[src/rtl/cascade_fifo_pkg.sv]
package cascade_fifo_pkg;

    // Hand-off pulses carried on a slice's expansion output.
    typedef struct packed {
        logic wr_pass;
        logic rd_pass;
    } xfer_t;

    // Ownership of one token inside one slice.
    typedef enum logic [0:0] {
        TOK_WAIT = 1'b0,
        TOK_HOLD = 1'b1
    } tok_state_t;

endpackage

[src/rtl/fifo_token_ctl.sv]
module fifo_token_ctl
    import cascade_fifo_pkg::*;
(
    input  logic clk,
    input  logic rst_n,
    input  logic start_owner,
    input  logic grab,
    input  logic pass,
    output logic hold
);

    tok_state_t state_q, state_d;

    // Next-state logic: grab takes the token, pass hands it on.
    // A slice wired to itself sees both and keeps the token.
    always_comb begin
        state_d = state_q;
        unique case (state_q)
            TOK_WAIT: if (grab)          state_d = TOK_HOLD;
            TOK_HOLD: if (pass && !grab) state_d = TOK_WAIT;
            default:                     state_d = TOK_WAIT;
        endcase
    end

    // State register.
    always_ff @(posedge clk) begin
        if (!rst_n) state_q <= start_owner ? TOK_HOLD : TOK_WAIT;
        else        state_q <= state_d;
    end

    // Outputs.
    always_comb begin
        hold = (state_q == TOK_HOLD);
    end

    // only a holder may hand a token on.
    a_r2_pass_from_holder : assert property (@(posedge clk) disable iff (!rst_n)
        pass |-> hold);

    // a holder that passes without receiving loses the token.
    a_r3_pass_releases : assert property (@(posedge clk) disable iff (!rst_n)
        (pass && !grab) |=> !hold);

endmodule

[src/rtl/fifo_slice_store.sv]
module fifo_slice_store #(
    parameter int WIDTH = 8,
    parameter int DEPTH = 8
) (
    input  logic                             clk,
    input  logic                             rst_n,
    input  logic                             do_wr,
    input  logic [WIDTH-1:0]                 wr_word,
    input  logic                             do_rd,
    input  logic                             do_rewind,
    output logic [WIDTH-1:0]                 rd_word,
    output logic [$clog2(DEPTH+1)-1:0]       level,
    output logic                             wr_at_end,
    output logic                             rd_at_end
);

    localparam int AW = (DEPTH > 1) ? $clog2(DEPTH) : 1;
    localparam int CW = $clog2(DEPTH + 1);
    localparam logic [AW-1:0] LAST = AW'(DEPTH - 1);

    logic [WIDTH-1:0] mem [DEPTH];
    logic [AW-1:0]    wr_ptr, rd_ptr;
    logic [CW-1:0]    level_q;
    logic             wrapped_q;

    assign wr_at_end = (wr_ptr == LAST);
    assign rd_at_end = (rd_ptr == LAST);
    assign rd_word   = mem[rd_ptr];
    assign level     = level_q;

    always_ff @(posedge clk) begin
        if (do_wr) mem[wr_ptr] <= wr_word;
    end

    always_ff @(posedge clk) begin
        if (!rst_n) begin
            wr_ptr    <= '0;
            rd_ptr    <= '0;
            level_q   <= '0;
            wrapped_q <= 1'b0;
        end else if (do_rewind) begin
            rd_ptr  <= '0;
            level_q <= wrapped_q ? CW'(DEPTH) : CW'(wr_ptr);
        end else begin
            if (do_wr) begin
                wr_ptr <= wr_at_end ? '0 : wr_ptr + 1'b1;
                if (wr_at_end) wrapped_q <= 1'b1;
            end
            if (do_rd) rd_ptr <= rd_at_end ? '0 : rd_ptr + 1'b1;
            if (do_wr && !do_rd)      level_q <= level_q + 1'b1;
            else if (!do_wr && do_rd) level_q <= level_q - 1'b1;
        end
    end

    a_r6_no_overflow : assert property (@(posedge clk) disable iff (!rst_n)
        do_wr |-> (level_q != CW'(DEPTH)));

    a_r7_no_underflow : assert property (@(posedge clk) disable iff (!rst_n)
        do_rd |-> (level_q != '0));

    a_r11_level_steady : assert property (@(posedge clk) disable iff (!rst_n)
        (do_wr && do_rd && !do_rewind) |=> (level_q == $past(level_q)));

    a_r5_level_grows : assert property (@(posedge clk) disable iff (!rst_n)
        (do_wr && !do_rd && !do_rewind) |=> (level_q == $past(level_q) + 1'b1));

endmodule

[src/rtl/fifo_slice.sv]
module fifo_slice
    import cascade_fifo_pkg::*;
#(
    parameter int WIDTH = 8,
    parameter int DEPTH = 8
) (
    input  logic             clk,
    input  logic             rst_n,
    input  logic             first_load_n,
    input  logic             chained,
    input  xfer_t            xi,
    output xfer_t            xo,
    input  logic             wr_en,
    input  logic [WIDTH-1:0] wr_data,
    input  logic             rd_en,
    input  logic             rewind,
    output logic [WIDTH-1:0] rd_data,
    output logic             oe,
    output logic             wr_hold,
    output logic             empty,
    output logic             full,
    output logic             half_full
);

    localparam int CW = $clog2(DEPTH + 1);

    logic             rd_hold;
    logic             rewind_ok, do_wr, do_rd;
    logic             wr_at_end, rd_at_end;
    logic [CW-1:0]    level;
    logic [WIDTH-1:0] head_word;

    assign rewind_ok = rewind && !chained;
    assign full      = (level == CW'(DEPTH));
    assign empty     = (level == '0);
    assign do_wr     = wr_en && wr_hold && !full  && !rewind_ok;
    assign do_rd     = rd_en && rd_hold && !empty && !rewind_ok;

    assign xo.wr_pass = do_wr && wr_at_end;
    assign xo.rd_pass = do_rd && rd_at_end;

    fifo_token_ctl u_wr_tok (
        .clk         (clk),
        .rst_n       (rst_n),
        .start_owner (!first_load_n),
        .grab        (xi.wr_pass),
        .pass        (xo.wr_pass),
        .hold        (wr_hold)
    );

    fifo_token_ctl u_rd_tok (
        .clk         (clk),
        .rst_n       (rst_n),
        .start_owner (!first_load_n),
        .grab        (xi.rd_pass),
        .pass        (xo.rd_pass),
        .hold        (rd_hold)
    );

    fifo_slice_store #(.WIDTH(WIDTH), .DEPTH(DEPTH)) u_store (
        .clk       (clk),
        .rst_n     (rst_n),
        .do_wr     (do_wr),
        .wr_word   (wr_data),
        .do_rd     (do_rd),
        .do_rewind (rewind_ok),
        .rd_word   (head_word),
        .level     (level),
        .wr_at_end (wr_at_end),
        .rd_at_end (rd_at_end)
    );

    // Tri-state stand-in: drive only while holding the read token.
    assign oe        = rd_hold;
    assign rd_data   = rd_hold ? head_word : '0;
    assign half_full = !chained && (level > CW'(DEPTH / 2));

    // in a chain a rewind request leaves occupancy untouched.
    a_r8_rewind_inert : assert property (@(posedge clk) disable iff (!rst_n)
        (chained && rewind && !wr_en && !rd_en) |=> (level == $past(level)));

    // a slice without the write token never changes on a write alone.
    a_r2_writes_need_token : assert property (@(posedge clk) disable iff (!rst_n)
        (!wr_hold && !rd_en && !rewind_ok) |=> (level == $past(level)));

endmodule

[src/rtl/fifo_flag_merge.sv]
module fifo_flag_merge #(
    parameter int WIDTH      = 8,
    parameter int NUM_SLICES = 3
) (
    input  logic [NUM_SLICES-1:0]       full_v,
    input  logic [NUM_SLICES-1:0]       empty_v,
    input  logic [NUM_SLICES*WIDTH-1:0] data_flat,
    output logic                        full,
    output logic                        empty,
    output logic [WIDTH-1:0]            rd_data
);

    assign full  = &full_v;
    assign empty = &empty_v;

    always_comb begin
        rd_data = '0;
        for (int i = 0; i < NUM_SLICES; i++) begin
            rd_data = rd_data | data_flat[i*WIDTH +: WIDTH];
        end
    end

endmodule

[src/rtl/cascade_fifo.sv]
module cascade_fifo
    import cascade_fifo_pkg::*;
#(
    parameter int WIDTH      = 8,
    parameter int DEPTH      = 8,
    parameter int NUM_SLICES = 3
) (
    input  logic                  clk,
    input  logic                  rst_n,
    input  logic                  wr_en,
    input  logic [WIDTH-1:0]      wr_data,
    input  logic                  rd_en,
    input  logic                  rewind,
    output logic [WIDTH-1:0]      rd_data,
    output logic                  empty,
    output logic                  full,
    output logic                  half_full,
    output logic [NUM_SLICES-1:0] wr_owner,
    output logic [NUM_SLICES-1:0] rd_owner
);

    localparam logic IS_CHAIN = (NUM_SLICES > 1);

    xfer_t                       xo_v [NUM_SLICES];
    logic [NUM_SLICES-1:0]       full_v, empty_v, hf_v;
    logic [NUM_SLICES*WIDTH-1:0] data_flat;

    for (genvar i = 0; i < NUM_SLICES; i++) begin : g_slice
        localparam int PREV = (i + NUM_SLICES - 1) % NUM_SLICES;
        fifo_slice #(.WIDTH(WIDTH), .DEPTH(DEPTH)) u_slice (
            .clk          (clk),
            .rst_n        (rst_n),
            .first_load_n (i != 0),
            .chained      (IS_CHAIN),
            .xi           (xo_v[PREV]),
            .xo           (xo_v[i]),
            .wr_en        (wr_en),
            .wr_data      (wr_data),
            .rd_en        (rd_en),
            .rewind       (rewind),
            .rd_data      (data_flat[i*WIDTH +: WIDTH]),
            .oe           (rd_owner[i]),
            .wr_hold      (wr_owner[i]),
            .empty        (empty_v[i]),
            .full         (full_v[i]),
            .half_full    (hf_v[i])
        );
    end

    fifo_flag_merge #(.WIDTH(WIDTH), .NUM_SLICES(NUM_SLICES)) u_merge (
        .full_v    (full_v),
        .empty_v   (empty_v),
        .data_flat (data_flat),
        .full      (full),
        .empty     (empty),
        .rd_data   (rd_data)
    );

    assign half_full = |hf_v;

    a_r2_single_writer : assert property (@(posedge clk) disable iff (!rst_n)
        $countones(wr_owner) == 1);

    a_r3_single_reader : assert property (@(posedge clk) disable iff (!rst_n)
        $countones(rd_owner) == 1);

    a_r6_full_holds : assert property (@(posedge clk) disable iff (!rst_n)
        (full && !rd_en && !rewind) |=> full);

    a_r7_empty_holds : assert property (@(posedge clk) disable iff (!rst_n)
        (empty && !wr_en && !rewind) |=> empty);

    a_r2_owner_still : assert property (@(posedge clk) disable iff (!rst_n)
        !wr_en |=> $stable(wr_owner));

endmodule

[config.mk]
export PLATFORM = sky130hd
export DESIGN_NAME = cascade_fifo
export DESIGN_NICKNAME = d
export VERILOG_FILES = /design/src/rtl/cascade_fifo_pkg.sv /design/src/rtl/fifo_token_ctl.sv /design/src/rtl/fifo_slice_store.sv /design/src/rtl/fifo_slice.sv /design/src/rtl/fifo_flag_merge.sv /design/src/rtl/cascade_fifo.sv
export SDC_FILE = /design/constraint.sdc
export NUM_CORES = 1
export LEC_CHECK = 0
export ABC_CLOCK_PERIOD_IN_PS = 4600
export BUFFER_PORTS_ARGS = -buffer_cell sky130_fd_sc_hd__buf_4
export CAP_MARGIN = 25
export CORE_ASPECT_RATIO = 1.2
export CORE_MARGIN = 2
export CORE_UTILIZATION = 57
export CTS_CLUSTER_DIAMETER = 60
export DETAILED_ROUTE_END_ITERATION = 8
export PLACE_DENSITY = 0.74
export SYNTH_ARGS = -nofsm -noshare
export SYNTH_HDL_FRONTEND = slang
export SYNTH_SLANG_ARGS = --single-unit
[constraint.sdc]
create_clock -name clk -period 4.6 [get_ports clk]
set_clock_uncertainty 0.05 [all_clocks]
set_input_delay 0.23 -clock clk [delete_from_list [all_inputs] [get_ports clk]]
set_output_delay 0.23 -clock clk [all_outputs]
set_load 0.005 [all_outputs]
==> metrics.txt <==
status complete, no violations; DR vias 5,125; Avg Inst Size Synth 16.3 sq um; MaxCap Viol Count 0; CP Max Fanout 32; Post-Place Cells 829; ANT cells 0; CTS root buffer clkbuf_16; num ports 30; area of the multi-input gates 2760 sq um; Syn Inst Count 593; max layer used met4; # Post-CTS Setup Buffers 0; fin cells roughly 870; Skew-Pair Late Insertion Delay 500 ps; Slew HR between 30% and 40%; final wirelength approximately 18,000 microns; Die Wd 123 microns; CP Launch Type flop; Routability Congestion 0.844; number of global-route vias before repair 5,296; WS Path Type reg -> out; Worst-path clk slew 70 ps; Area growth syn-to-layout 12.1%; total gr overflow 0; Leakage around 3.6 nW; port bufs 27; register area share after synthesis 69.2%; Yosys reg bits between 200 and 250; Tightest Pin Transition 988 ps; CP bufs+invs 1; CORE AREA 16,700 sq um; min Tclk post-route 3250 ps; pin count of the biggest net entering global routing 34; CTS tree yes; share of layout cells above drive strength 1 18.3%; Overall Power roughly 4.7 mW; Routed Antenna Nets 0; cell family with most CP delay flip-flops; post-placement cell area 10,100 sq um; fin. max-slew vios 0; Remaining DRCs 0; CTS Buffer Depth 3; worst-path cell with the longest stage delay dfxtp_2; Final Util 64.6%; nets 676; Setup TNS Final 0 ps; PwrDens 432 nW/um^2; RSZ-0062 raised after global routing false; First-pass DRT Iterations 5; vias per cell 5.88; final non-filler cell area 10,800 sq um; Worst path max stage delay 980 ps; metal3 WL 964 microns; Num CTS Buffers 22; row count between 50 and 60; Final HPWL DP 12,300 microns; chip height 146 microns; clk sinks around 240; DRT iter0 DRCs 364; Final Hold Viols 0; wire per inst 20.9 microns; Ys Warns 0; first-pass GRT wire length 28,600 microns; met1 WL between 7000 and 8000 microns; FMAX approximately 0.3 GHz; FF+latch area around 6700 sq um; Crit path arrival time 2970 ps; CP endpoint kind output pin; antenna violations before repair 0; worst hold path class in -> reg; maximum VDD drop about 0.38 mV; H-tree depth 1; synth unique cells 37; final worst-path cycle share 70.6%; crit path cell chain mux2i_1 -> o22ai_1 -> a2111oi_1 -> nand2_1 -> buf_4; syn nets 630; Mapped Area 9640 sq um; most common cell after layout, fill and taps aside edfxtp_1; most frequent cells in the layout edfxtp_1, mux2i_1, dfxtp_1; initial core utilization roughly 58%; WL met2 9220 microns; Die ar. 18,000 sq um; Finish-stage setup viols 0; global-route usage over all layers 21.0%; worst path required time 4320 ps; fill cell count around 1,100
layout make-up:
| type | count | area share (%) |
|---|---|---|
| tap | 216 | 2.50 |
| clock inverter | 13 | 0.672 |
| inverter | 10 | 0.347 |
| timing repair buffer | 49 | 3.57 |
| sequential | 237 | 61.7 |
| clock buffer | 27 | 5.66 |
| multi-input combinational | 319 | 25.5 |
per-layer routing:
metal	vias up	global-route usage [%]
met2	144	35.2
li1	2379	-
met5	-	0
met4	0	4.83
met1	2579	29.3
met3	23	3.09
synth_stat cells:
cell / instances / area [sq um]
or3b_2: 1 / 8.76
buf_6: 4 / 45.0
ha_1: 21 / 263
buf_4: 7 / 52.6
and2b_1: 1 / 7.51
o22ai_1: 22 / 138
a211oi_1: 2 / 15.0
dfxtp_1: 45 / 901
nor2_1: 43 / 161
a21oi_1: 18 / 90.1
buf_2: 6 / 30.0
a221o_1: 2 / 20.0
nor3_1: 9 / 45.0
mux2i_1: 66 / 661
inv_1: 10 / 37.5
fa_1: 3 / 60.1
a21o_1: 3 / 22.5
mux2_2: 8 / 90.1
nor4_1: 2 / 12.5
conb_1: 1 / 3.75
xnor2_1: 3 / 26.3
a2111oi_1: 6 / 60.1
a21oi_2: 3 / 26.3
nand3b_1: 7 / 52.6
edfxtp_1: 192 / 5770
mux4_2: 22 / 495
clkbuf_1: 9 / 33.8
clkbuf_8: 1 / 13.8
mux4_1: 4 / 105
nand3_1: 7 / 35.0
nand2_1: 36 / 135
xor2_1: 3 / 26.3
nand3b_2: 1 / 11.3
a21bo_2: 4 / 40.0
nand2b_1: 8 / 50.1
nor2b_1: 1 / 6.26
nor3b_1: 12 / 90.1
registers in the layout, indices dropped and copies added, names as in the netlist, named ones only:
register / cells
g_slice.u_slice.u_store.mem: 192
g_slice.u_slice.u_rd_tok.hold: 3
g_slice.u_slice.u_wr_tok.hold: 3
g_slice.u_slice.u_store.wr_ptr: 9
g_slice.u_slice.u_store.level: 12
g_slice.u_slice.u_store.rd_ptr: 9
worst paths after layout:
| check | from | end | slack [ps] | cells past startpoint |
|---|---|---|---|---|
| setup / recovery | flop | rd_data[6] | 1350 | 5 |
| hold / removal | wr_data[7] | g_slice[2].u_slice.u_store.mem[2][7] | 50 | 1 |
| setup reg to reg | g_slice[1].u_slice.u_rd_tok.hold | g_slice[1].u_slice.u_store.level[3] | 1740 | 10 |
| hold reg to reg | g_slice[1].u_slice.u_store.rd_ptr[1] | g_slice[1].u_slice.u_store.rd_ptr[1] | 450 | 2 |
power breakdown:
part | leakage [nW] | switching (mW) | internal [mW] | total (mW)
clock | 0.341 | 0.760 | 0.954 | 1.71
combinational | 1.18 | 0.297 | 0.229 | 0.526
sequential | 2.10 | 0.0443 | 2.38 | 2.42
logic make-up (layout without fill, tap and decap cells):
kind of cell | after synthesis | in the layout | share of synthesized area (%)
buffers and inverters | 37 | 99 | 2.21
AOI/OAI and AO/OA | 60 | 60 | 4.27
DFF | 237 | 237 | 69.2
other | 1 | 1 | 0.0389
muxes | 100 | 100 | 14.0
and+or+nand+nor | 128 | 128 | 6.39
adders and majority gates | 24 | 24 | 3.35
xor gates and xnor gates | 6 | 6 | 0.545
stage by stage:
| stage | setup WS (ps) | hold WS [ps] |
|---|---|---|
| floorplan | 2210 | 279 |
| global placement | 1770 | 431 |
| detailed placement | 1720 | 443 |
| CTS | 1330 | 51.6 |
| global route | 1270 | 58.8 |
| finish | 1350 | 54.3 |
timing repair:
action	4_1_cts	5_1_grt
endpoints found under the hold margin	3	0
resized for setup	0	0
hold buffers	1	0
(Power assumes the default switching activity.)
